<file path="config.mk">
export PLATFORM = sky130hd
export DESIGN_NAME = ep_bank_ctrl
export DESIGN_NICKNAME = d
export VERILOG_FILES = /design/src/rtl/ep_bank_pkg.sv /design/src/rtl/ep_bank_ring.sv /design/src/rtl/ep_bank_flags.sv /design/src/rtl/ep_bank_ctrl.sv
export SDC_FILE = /design/constraint.sdc
export NUM_CORES = 1
export LEC_CHECK = 0
export BUFFER_PORTS_ARGS = -buffer_cell sky130_fd_sc_hd__buf_4
export CAP_MARGIN = 0
export CORE_MARGIN = 2
export CORE_UTILIZATION = 57
export DETAILED_ROUTE_END_ITERATION = 8
export PLACE_DENSITY = 0.85
export SLEW_MARGIN = 20
export SYNTH_ARGS = -nofsm -noshare
export SYNTH_HDL_FRONTEND = slang
export SYNTH_HIERARCHICAL = 1
export SYNTH_SLANG_ARGS = --single-unit
</file>
<file path="constraint.sdc">
create_clock -name clk -period 8.6 [get_ports clk]
set_input_delay 0.86 -clock clk [delete_from_list [all_inputs] [get_ports clk]]
set_output_delay 0.86 -clock clk [all_outputs]
set_load 0.02 [all_outputs]
</file>
<file path="src/rtl/ep_bank_pkg.sv">
package ep_bank_pkg;
  // bit positions of the per-direction interrupt flag, enable and clear strobes
  localparam int FLG_FREE = 0;
  localparam int FLG_RXD  = 1;
  localparam int NFLG     = 2;

  typedef enum logic {
    DIR_OUT = 1'b0,
    DIR_IN  = 1'b1
  } ep_dir_e;
endpackage

</file>
<file path="src/rtl/ep_bank_ring.sv">
module ep_bank_ring #(
  parameter int MAX_BANKS = 3,
  parameter int BYTES_W   = 11,
  localparam int CNT_W = $clog2(MAX_BANKS + 1),
  localparam int PTR_W = (MAX_BANKS > 1) ? $clog2(MAX_BANKS) : 1
) (
  input  logic               clk,
  input  logic               rst_n,
  input  ep_bank_pkg::ep_dir_e dir,
  input  logic [CNT_W-1:0]   nb,
  input  logic               cpu_rel,
  input  logic [BYTES_W-1:0] cpu_bytes,
  input  logic               eng_xfer,
  input  logic [BYTES_W-1:0] eng_bytes,
  output logic [PTR_W-1:0]   cur,
  output logic [PTR_W-1:0]   eptr,
  output logic [CNT_W-1:0]   cnt,
  output logic [CNT_W-1:0]   cnt_nxt,
  output logic [BYTES_W-1:0] cur_bytes,
  output logic [BYTES_W-1:0] eptr_bytes
);
  import ep_bank_pkg::*;

  logic [BYTES_W-1:0] mem [MAX_BANKS];
  logic               inc, dec, wr_en;
  logic [PTR_W-1:0]   wr_idx;
  logic [BYTES_W-1:0] wr_data;
  logic               cur_step, eptr_step;

  function automatic logic [PTR_W-1:0] adv(input logic [PTR_W-1:0] p,
                                           input logic [CNT_W-1:0] n);
    logic [CNT_W:0] s;
    s = {{(CNT_W + 1 - PTR_W){1'b0}}, p} + 1'b1;
    return (s >= {1'b0, n}) ? '0 : PTR_W'(s);
  endfunction

  always_comb begin
    if (dir == DIR_IN) begin
      inc     = cpu_rel;
      dec     = eng_xfer;
      wr_en   = cpu_rel;
      wr_idx  = cur;
      wr_data = cpu_bytes;
    end else begin
      inc     = eng_xfer;
      dec     = cpu_rel;
      wr_en   = eng_xfer;
      wr_idx  = eptr;
      wr_data = eng_bytes;
    end
    cur_step  = cpu_rel;
    eptr_step = eng_xfer;
    cnt_nxt   = cnt + CNT_W'(inc) - CNT_W'(dec);
  end

  always_ff @(posedge clk) begin
    if (!rst_n) begin
      cur  <= '0;
      eptr <= '0;
      cnt  <= '0;
    end else begin
      cnt <= cnt_nxt;
      if (cur_step)  cur  <= adv(cur, nb);
      if (eptr_step) eptr <= adv(eptr, nb);
    end
  end

  for (genvar b = 0; b < MAX_BANKS; b++) begin : g_bank
    always_ff @(posedge clk) begin
      if (!rst_n)                               mem[b] <= '0;
      else if (wr_en && (wr_idx == PTR_W'(b)))  mem[b] <= wr_data;
    end
  end

  assign cur_bytes  = mem[cur];
  assign eptr_bytes = mem[eptr];
endmodule

</file>
<file path="src/rtl/ep_bank_flags.sv">
module ep_bank_flags #(
  parameter int MAX_BANKS = 3,
  localparam int CNT_W = $clog2(MAX_BANKS + 1)
) (
  input  logic                          clk,
  input  logic                          rst_n,
  input  ep_bank_pkg::ep_dir_e          dir,
  input  logic [CNT_W-1:0]              nb,
  input  logic [CNT_W-1:0]              cnt_nxt,
  input  logic                          rel_ok,
  input  logic [ep_bank_pkg::NFLG-1:0]  flag_clr,
  input  logic [ep_bank_pkg::NFLG-1:0]  ie_set,
  input  logic [ep_bank_pkg::NFLG-1:0]  ie_clr,
  output logic                          own,
  output logic [ep_bank_pkg::NFLG-1:0]  flg,
  output logic                          irq
);
  import ep_bank_pkg::*;

  logic [NFLG-1:0] ie;
  logic [NFLG-1:0] flg_nxt;
  logic [NFLG-1:0] dir_sel;
  logic            avail_nxt, arm;

  always_comb begin
    avail_nxt = (dir == DIR_IN) ? (cnt_nxt < nb) : (cnt_nxt != '0);
    // the firmware gains a bank it did not hold before (or just released one)
    arm       = avail_nxt && (!own || rel_ok);
    dir_sel   = '0;
    dir_sel[(dir == DIR_IN) ? FLG_FREE : FLG_RXD] = 1'b1;
  end

  for (genvar k = 0; k < NFLG; k++) begin : g_flag
    assign flg_nxt[k] = dir_sel[k] && (arm || (flg[k] && !flag_clr[k]));
  end

  always_ff @(posedge clk) begin
    if (!rst_n) begin
      own <= 1'b0;
      flg <= '0;
      ie  <= '0;
    end else begin
      own <= avail_nxt;
      flg <= flg_nxt;
      ie  <= (ie & ~ie_clr) | ie_set;
    end
  end

  assign irq = |(flg & ie);
endmodule

</file>
<file path="src/rtl/ep_bank_ctrl.sv">
module ep_bank_ctrl #(
  parameter int MAX_BANKS = 3,
  parameter int BYTES_W   = 11,
  localparam int CNT_W = $clog2(MAX_BANKS + 1),
  localparam int PTR_W = (MAX_BANKS > 1) ? $clog2(MAX_BANKS) : 1
) (
  input  logic               clk,
  input  logic               rst_n,
  input  logic               cfg_is_in,
  input  logic [CNT_W-1:0]   cfg_banks,
  input  logic [1:0]         cpu_flag_clr,
  input  logic [1:0]         cpu_ie_set,
  input  logic [1:0]         cpu_ie_clr,
  input  logic               cpu_own_clr,
  input  logic [BYTES_W-1:0] cpu_bytes,
  output logic               tx_valid,
  input  logic               tx_ready,
  output logic [PTR_W-1:0]   tx_bank,
  output logic [BYTES_W-1:0] tx_bytes,
  input  logic               rx_valid,
  output logic               rx_ready,
  output logic [PTR_W-1:0]   rx_bank,
  input  logic [BYTES_W-1:0] rx_bytes,
  output logic [PTR_W-1:0]   cur_bank,
  output logic [CNT_W-1:0]   busy_banks,
  output logic [BYTES_W-1:0] cur_bytes,
  output logic               own_flag,
  output logic               free_flag,
  output logic               rxd_flag,
  output logic               irq,
  output logic               ovf_pulse
);
  import ep_bank_pkg::*;

  ep_dir_e          dir_q;
  logic [CNT_W-1:0] nb_q;
  logic [CNT_W-1:0] cnt_nxt;
  logic [PTR_W-1:0] eptr;
  logic [BYTES_W-1:0] eptr_bytes;
  logic [NFLG-1:0]  flg;
  logic             act_flag, rel_ok, eng_xfer, drop;

  // configuration latched while reset is held
  always_ff @(posedge clk) begin
    if (!rst_n) begin
      dir_q <= cfg_is_in ? DIR_IN : DIR_OUT;
      if (cfg_banks == '0)                        nb_q <= CNT_W'(1);
      else if (cfg_banks > CNT_W'(MAX_BANKS))     nb_q <= CNT_W'(MAX_BANKS);
      else                                        nb_q <= cfg_banks;
    end
  end

  assign tx_valid = (dir_q == DIR_IN)  && (busy_banks != '0);
  assign rx_ready = (dir_q == DIR_OUT) && (busy_banks < nb_q);
  assign act_flag = (dir_q == DIR_IN) ? flg[FLG_FREE] : flg[FLG_RXD];
  assign rel_ok   = cpu_own_clr && own_flag && !act_flag;
  assign eng_xfer = (tx_valid && tx_ready) || (rx_valid && rx_ready);
  assign drop     = (dir_q == DIR_OUT) && rx_valid && !rx_ready;

  always_ff @(posedge clk) begin
    if (!rst_n) ovf_pulse <= 1'b0;
    else        ovf_pulse <= drop;
  end

  ep_bank_ring #(.MAX_BANKS(MAX_BANKS), .BYTES_W(BYTES_W)) u_ring (
    .clk        (clk),
    .rst_n      (rst_n),
    .dir        (dir_q),
    .nb         (nb_q),
    .cpu_rel    (rel_ok),
    .cpu_bytes  (cpu_bytes),
    .eng_xfer   (eng_xfer),
    .eng_bytes  (rx_bytes),
    .cur        (cur_bank),
    .eptr       (eptr),
    .cnt        (busy_banks),
    .cnt_nxt    (cnt_nxt),
    .cur_bytes  (cur_bytes),
    .eptr_bytes (eptr_bytes)
  );

  ep_bank_flags #(.MAX_BANKS(MAX_BANKS)) u_flags (
    .clk      (clk),
    .rst_n    (rst_n),
    .dir      (dir_q),
    .nb       (nb_q),
    .cnt_nxt  (cnt_nxt),
    .rel_ok   (rel_ok),
    .flag_clr (cpu_flag_clr),
    .ie_set   (cpu_ie_set),
    .ie_clr   (cpu_ie_clr),
    .own      (own_flag),
    .flg      (flg),
    .irq      (irq)
  );

  assign tx_bank   = eptr;
  assign tx_bytes  = eptr_bytes;
  assign rx_bank   = eptr;
  assign free_flag = flg[FLG_FREE];
  assign rxd_flag  = flg[FLG_RXD];
endmodule

</file>
; Word level (Yosys, flattened, before mapping)
; Memories as Yosys holds them, arrays and structs flattened. A register that Yosys moved wholly into a read port is not among the register bits.
; Cells that the tools add are included.
[op_classes]
n_addsub = 4
n_lt_le_gt_ge = 7
eq_ne = 2
n_mux = 30
bitwise = 8
reduce_logical = 32
[ops]
columns = cell, count
row1 = 11-bit 2-to-1 mux, 4
row2 = "32-bit by 1-bit greater-or-equal comparator with 1-bit output, second input constant", 1
row3 = "32-bit by 3-bit < comparator with 1-bit output, second input constant", 1
row4 = 1-bit logical AND, 17
row5 = 1-bit 2-to-1 mux, 17
row6 = 2-bit 2-to-1 mux, 8
row7 = "2-bit by 1-bit adder with 3-bit output, second input constant", 2
row8 = 3-bit by 2-bit greater-or-equal comparator with 1-bit output, 2
row9 = 1-bit zero test, 5
row10 = 2-bit bitwise AND, 2
row11 = 2-bit zero test, 2
row12 = 1-bit logical OR, 4
row13 = 2-bit < comparator, 2
row14 = 2-bit nonzero test, 2
row15 = 2-bit OR reduction, 2
row16 = 1-bit OR, 3
row17 = 2-bit by 1-bit adder with 2-bit output, 1
row18 = "2-bit by 1-bit equality test with 1-bit output, second input constant", 1
row19 = "2-bit equality test, second input constant", 1
row20 = "2-bit greater-than comparator, second input constant", 1
row21 = 2-bit NOT, 1
row22 = 2-bit OR, 1
row23 = 2-bit by 1-bit subtractor with 2-bit output, 1
row24 = 1-bit demux with 1-bit select, 1
row25 = 1-bit NOT, 1
[word_totals]
ff_bits = 15
mem_bits_rw = 33
in_bits = 36
output_inout_bits = 37
word_cells = 94
n_memories = 1
[memory_table]
columns = memory, depth, word_bits, read_ports, rd_ports_with_merged_regs, wr, line
row1 = u_ring.mem, 3, 11, 2, 2, 3, ep_bank_ring.sv:24  ; logic [BYTES_W-1:0] mem [MAX_BANKS];

; Longest topological paths before layout
[depth]
depth_word = 12
mapped_depth = 14
ltp_nobuf = 14

; Hierarchy
; The synthesis kept the hierarchy.
[by_module_without_submodules]
columns = module, n_inst, cells_each, area_per_inst_um2, seq_area_each_um2
row1 = ep_bank_ring, 1, 216, 2358.5, 1191.1
row2 = ep_bank_flags, 1, 27, 249.0, 100.1
row3 = ep_bank_ctrl, 1, 19, 230.2, 110.1

; Worst setup path before layout
; Ideal clock, no wire load.
[synth_path]
path_type = register to register
from = register u_ring.cnt[1]
to = register u_flags/flg[0] (netlist bit)
setup_ps = 66
arrival_ps = 3099
t_required_ps = 8534
setup_slack_ps = 5435
path_stages_with_launch = 14
n_path_buf = 0
synth_period_minus_slack_ps = 3165
cell_sequence = dfxtp_1 -> ha_1 -> a211oi_4 -> a22o_1 -> mux2_2 -> inv_1 -> ha_1 -> inv_1 -> ha_1 -> xnor2_1 -> xnor2_1 -> ha_1 -> a211o_1 -> a21oi_2
[synth_via]
elab_chain_len = 12
elab_cells_between_ends = 17
cone_classes = 2 x add/sub / 2 x order compare / 3 x mux / 10 x reduce/logical
[synth_rtl]
columns = element, line
row1 = from (decl), ep_bank_ring.sv:17  ; output logic [CNT_W-1:0] cnt,
row2 = from (signal assigned), ep_bank_ring.sv:62  ; cnt <= cnt_nxt;
row3 = 2-bit < comparator (*), ep_bank_ctrl.sv:54  ; assign rx_ready = (dir_q == DIR_OUT) && (busy_banks < nb_q);
row4 = 1-bit logical AND (*), ep_bank_ctrl.sv:54
row5 = named net rx_ready, ep_bank_ctrl.sv:21  ; output logic rx_ready,
row6 = 1-bit logical AND (*), ep_bank_ctrl.sv:57  ; assign eng_xfer = (tx_valid && tx_ready) || (rx_valid && rx_ready);
row7 = 1-bit logical OR (*), ep_bank_ctrl.sv:57
row8 = named net eng_xfer, ep_bank_ctrl.sv:41  ; logic act_flag, rel_ok, eng_xfer, drop;
row9 = 1-bit 2-to-1 mux, ep_bank_ring.sv:38  ; if (dir == DIR_IN) begin
row10 = 2-bit by 1-bit adder with 2-bit output, ep_bank_ring.sv:53  ; cnt_nxt = cnt + CNT_W'(inc) - CNT_W'(dec);
row11 = 2-bit by 1-bit subtractor with 2-bit output (*), ep_bank_ring.sv:53
row12 = named net cnt_nxt[1], ep_bank_ctrl.sv:37  ; logic [CNT_W-1:0] cnt_nxt;
row13 = 2-bit < comparator / 2-bit nonzero test (equally long branches), ep_bank_flags.sv:26  ; avail_nxt = (dir == DIR_IN) ? (cnt_nxt < nb) : (cnt_nxt != '0);
row14 = 1-bit 2-to-1 mux (*), ep_bank_flags.sv:26
row15 = 1-bit logical AND (*), ep_bank_flags.sv:28  ; arm = avail_nxt && (!own || rel_ok);
row16 = 1-bit logical OR (*), ep_bank_flags.sv:34  ; assign flg_nxt[k] = dir_sel[k] && (arm || (flg[k] && !flag_clr[k]));
row17 = 1-bit logical AND (*), ep_bank_flags.sv:34
row18 = to (signal assigned), ep_bank_flags.sv:44  ; flg <= flg_nxt;
row19 = to (decl), ep_bank_flags.sv:15  ; output logic [ep_bank_pkg::NFLG-1:0] flg,
; The timed path passes the listed nets; every way through them passes the cells marked *.
; A chain may end at the register's enable or synchronous reset.

; Worst setup path after layout
[layout_path]
from = register dir_q
to = register u_flags.own
[layout_via]
elab_cells_between_ends = 16
cone_classes = 2 x add/sub / 1 x order compare / 4 x mux / 1 x bitwise / 8 x reduce/logical
[layout_rtl]
columns = element, line
row1 = from (decl), ep_bank_ctrl.sv:35  ; ep_dir_e dir_q;
row2 = from (signal assigned), ep_bank_ctrl.sv:46  ; dir_q <= cfg_is_in ? DIR_IN : DIR_OUT;
row3 = 1-bit 2-to-1 mux (*), ep_bank_ctrl.sv:55  ; assign act_flag = (dir_q == DIR_IN) ? flg[FLG_FREE] : flg[FLG_RXD];
row4 = 1-bit zero test (*), ep_bank_ctrl.sv:56  ; assign rel_ok = cpu_own_clr && own_flag && !act_flag;
row5 = 1-bit logical AND (*), ep_bank_ctrl.sv:56
row6 = named net rel_ok, ep_bank_ctrl.sv:41
row7 = 1-bit 2-to-1 mux, ep_bank_ring.sv:38
row8 = 2-bit by 1-bit adder with 2-bit output, ep_bank_ring.sv:53
row9 = 2-bit by 1-bit subtractor with 2-bit output (*), ep_bank_ring.sv:53
row10 = named net cnt_nxt[1], ep_bank_ctrl.sv:37
row11 = 2-bit < comparator / 2-bit nonzero test (equally long branches), ep_bank_flags.sv:26
row12 = 1-bit 2-to-1 mux (*), ep_bank_flags.sv:26
row13 = to (signal assigned), ep_bank_flags.sv:43  ; own <= avail_nxt;
row14 = to (decl), ep_bank_flags.sv:14  ; output logic own,
; Marked as above.

==> reports/metrics.yaml <==
wl_per_cell_um: 15.5
intPower_uw: 533
path_delay_family: "adder cells"
num_vias: 2125
p_seq_share_pct: 41.3
ys_async_sr_fraction_pct: 0
cp_num_buf_inv: 3
syn_area_per_cell_sq_um: 10.8
path_cells: "buf_4 > mux2i_1 > and3_1 > mux2_2 > inv_1 > ha_1 > inv_1 > ha_1 > xnor2_1 > xnor2_1 > ha_1 > a21o_1 > a211oi_2"
slew_headroom_pct: 52.8
finClkSkew_ns: 0.00724
grt.busiest_layer: "met2"
grt_pass1_wl_um: 9850
leakage_nw: 1.46
cts_made_buffers: 5
cts-root-buf: "clkbuf_8"
multi_input_area_sq_um: 1290
synthCells: 262
power.density_nw_per_um2: 232
final.fill_count: 353
cp_max_fo: 27
hold_class: "reg2reg"
yosysTopAreaCell: "edfxtp_1"
start_kind: "flop"
syn_nets: 308
yosys.area.top_type_share_pct: 38.1
syn_area_sq_um: 2840
finalHoldViolations: 0
dp_hpwl_um: 4480
start_util_pct: 59.7
synth-seq-cells: 52
worst_slew_pin_slew_ns: 0.700
drc: 0
seq_area_sq_um: 1400
totalWireLength_um: 6150
dp_cells: 389
required_ns: 8.83
p_switching_uw: 276
synth_warnings: 6
dr.pass1.iters: 5
arrival_ns: 3.46
fin_util_pct: 73.4
clock_latency_ns: 0.30
cts_hold_buf: 0
cts_resized: 0
core_sq_um: 4750
use_met2_pct: 45.4
slew_viol_final: 0
slowest_stage: "buf_4"
synth_common_cells: "36 x edfxtp_1, 36 x nor2_1, 35 x mux2i_1, 26 x nand2_1, 25 x o21ai_0"
cts.reportedPaths.clkPinSlew_ns: 0.09
synthTopCellsByArea: "edfxtp_1 38%, mux2i_1 12%, dfxtp_1 11%"
die_y_um: 74.6
num_io_pins: 73
grt_usage_pct: 23.6
drv_cap: 0
grt_use_met3_pct: 3.25
fmax_mhz: 309
crit_type: "reg2reg"
postCtsSetupRepairBufs: 0
instances_no_fill: 397
die_w_um: 74.6
grt_max_degree: 28
power_frac_clock_pct: 20.1
antenna_left: 0
synth_edf_count: 36
setup_viol: 0
row_count: 25
end_kind: "flop"
switching_share_pct: 34.1
grt_pass1_vias: 2157
synth_top_flop_cell: "edfxtp_1"
final_nets: 375
avgViaCountPerCell: 5.35
grt_overflow: 0
clkSinkCount: 52
fin_crit_sh_pct: 37.6
cpPeakStageDelay_ns: 0.38
cts_tree: "done"
drtIter0Drc: 162
clock_path_buffers: 2
combPwrFrac_pct: 38.6
rsz0062_at_grt: "no"
diodes: 0
yosysSeqAreaShare_pct: 49.4
syn2layout_area_growth_pct: 23.0
use_met1_pct: 26.8
htreeDepth: 2
period_needed_ns: 3.24
antenna_found_initial: 0
drive_gt1_share_pct: 28.8
final.setup.tns_ns: 0
globalplace.congestion: 0.826
outcome: "complete, no violations"
netlist-cell-type-count: 39
crit_path_frequent_cell: "ha_1"
io_buffers: 72
ir_drop_v: 0.000184
dieArea_sq_um: 5560
[cells in the final DEF, fill, tap and decap left out, drive strengths merged, types with 7 or more instances in the layout]
| master | n |
|---|---|
| nand2 | 26 |
| mux2i | 35 |
| o21ai | 25 |
| dfxtp | 16 |
| ha | 8 |
| edfxtp | 36 |
| inv | 13 |
| nand2b | 7 |
| nor2 | 36 |
| buf | 75 |
[through the flow]
step / instance area, sq um / power, mW / setup WS, ns / hold WS [ns]
after floorplan: 2840 / 0.540 / 5.43 / 0.452
after global placement: 3380 / 0.642 / 5.50 / 0.479
after detailed placement: 3380 / 0.652 / 5.41 / 0.488
after CTS: 3490 / 0.812 / 5.37 / 0.513
after global routing: 3490 / 0.849 / 5.20 / 0.547
final: 3490 / 0.810 / 5.36 / 0.511
[final timing paths]
check,startpoint,endpoint,slack (ns),cells past startpoint
hold / removal,u_flags/ie[0],u_flags/ie[0],0.51,2
setup reg to reg,dir_q,u_flags/own,5.36,13
setup / recovery,dir_q,u_flags/own,5.36,13
hold reg to reg,u_flags/ie[0],u_flags/ie[0],0.51,2
[kinds of logic (layout without fill, tap and decap cells)]
family / after synthesis / in the layout / share of synthesized area, %
compound gates: 47 / 47 / 11.4
xor+xnor: 2 / 2 / 0.617
fa+ha+maj: 10 / 10 / 4.94
buf+inv: 28 / 96 / 5.29
flops: 52 / 52 / 49.4
mux: 38 / 38 / 13.5
simple gates: 85 / 85 / 14.8
[routing by layer]
layer	routed length, um	vias to the layer above	share of wire (%)
li1	-	1048	-
met1	2550	1003	41
met2	3270	72	53
met3	305	2	5.0
met4	19	0	0.31
met5	0	-	0
[flip-flops by register name, summed over array words and instances, names as in the netlist, named ones only]
| register | count |
|---|---|
| dir_q | 1 |
| nb_q | 2 |
| ovf_pulse | 1 |
| u_flags/flg | 2 |
| u_flags/ie | 2 |
| u_flags/own | 1 |
| u_ring/cnt | 2 |
| u_ring/cur | 2 |
| u_ring/eptr | 2 |
| u_ring/mem | 33 |
[tightest hold or removal path, delay by kind of cell, from the launching register on]
kind / cells / cell delay, ns
compound gates: 1 / 0.07
simple gates: 1 / 0.07
flops: 1 / 0.34
[final cells by class]
cell class | instances | share of cell area [%]
clock buffers | 5 | 1.97
well taps | 67 | 2.40
clock inverters | 3 | 1.08
repair buffers | 75 | 16.1
inverters | 13 | 1.40
multi-input cells | 182 | 36.9
flip-flops and latches | 52 | 40.2
[power groups by stage]
stage	logic, mW	clock network (mW)	registers [mW]
floorplan	0.202	0	0.338
global placement	0.303	0	0.338
detailed placement	0.312	0	0.340
CTS	0.314	0.164	0.334
global route	0.338	0.173	0.339
finish	0.313	0.163	0.334
Power figures use the tool's default switching activity.
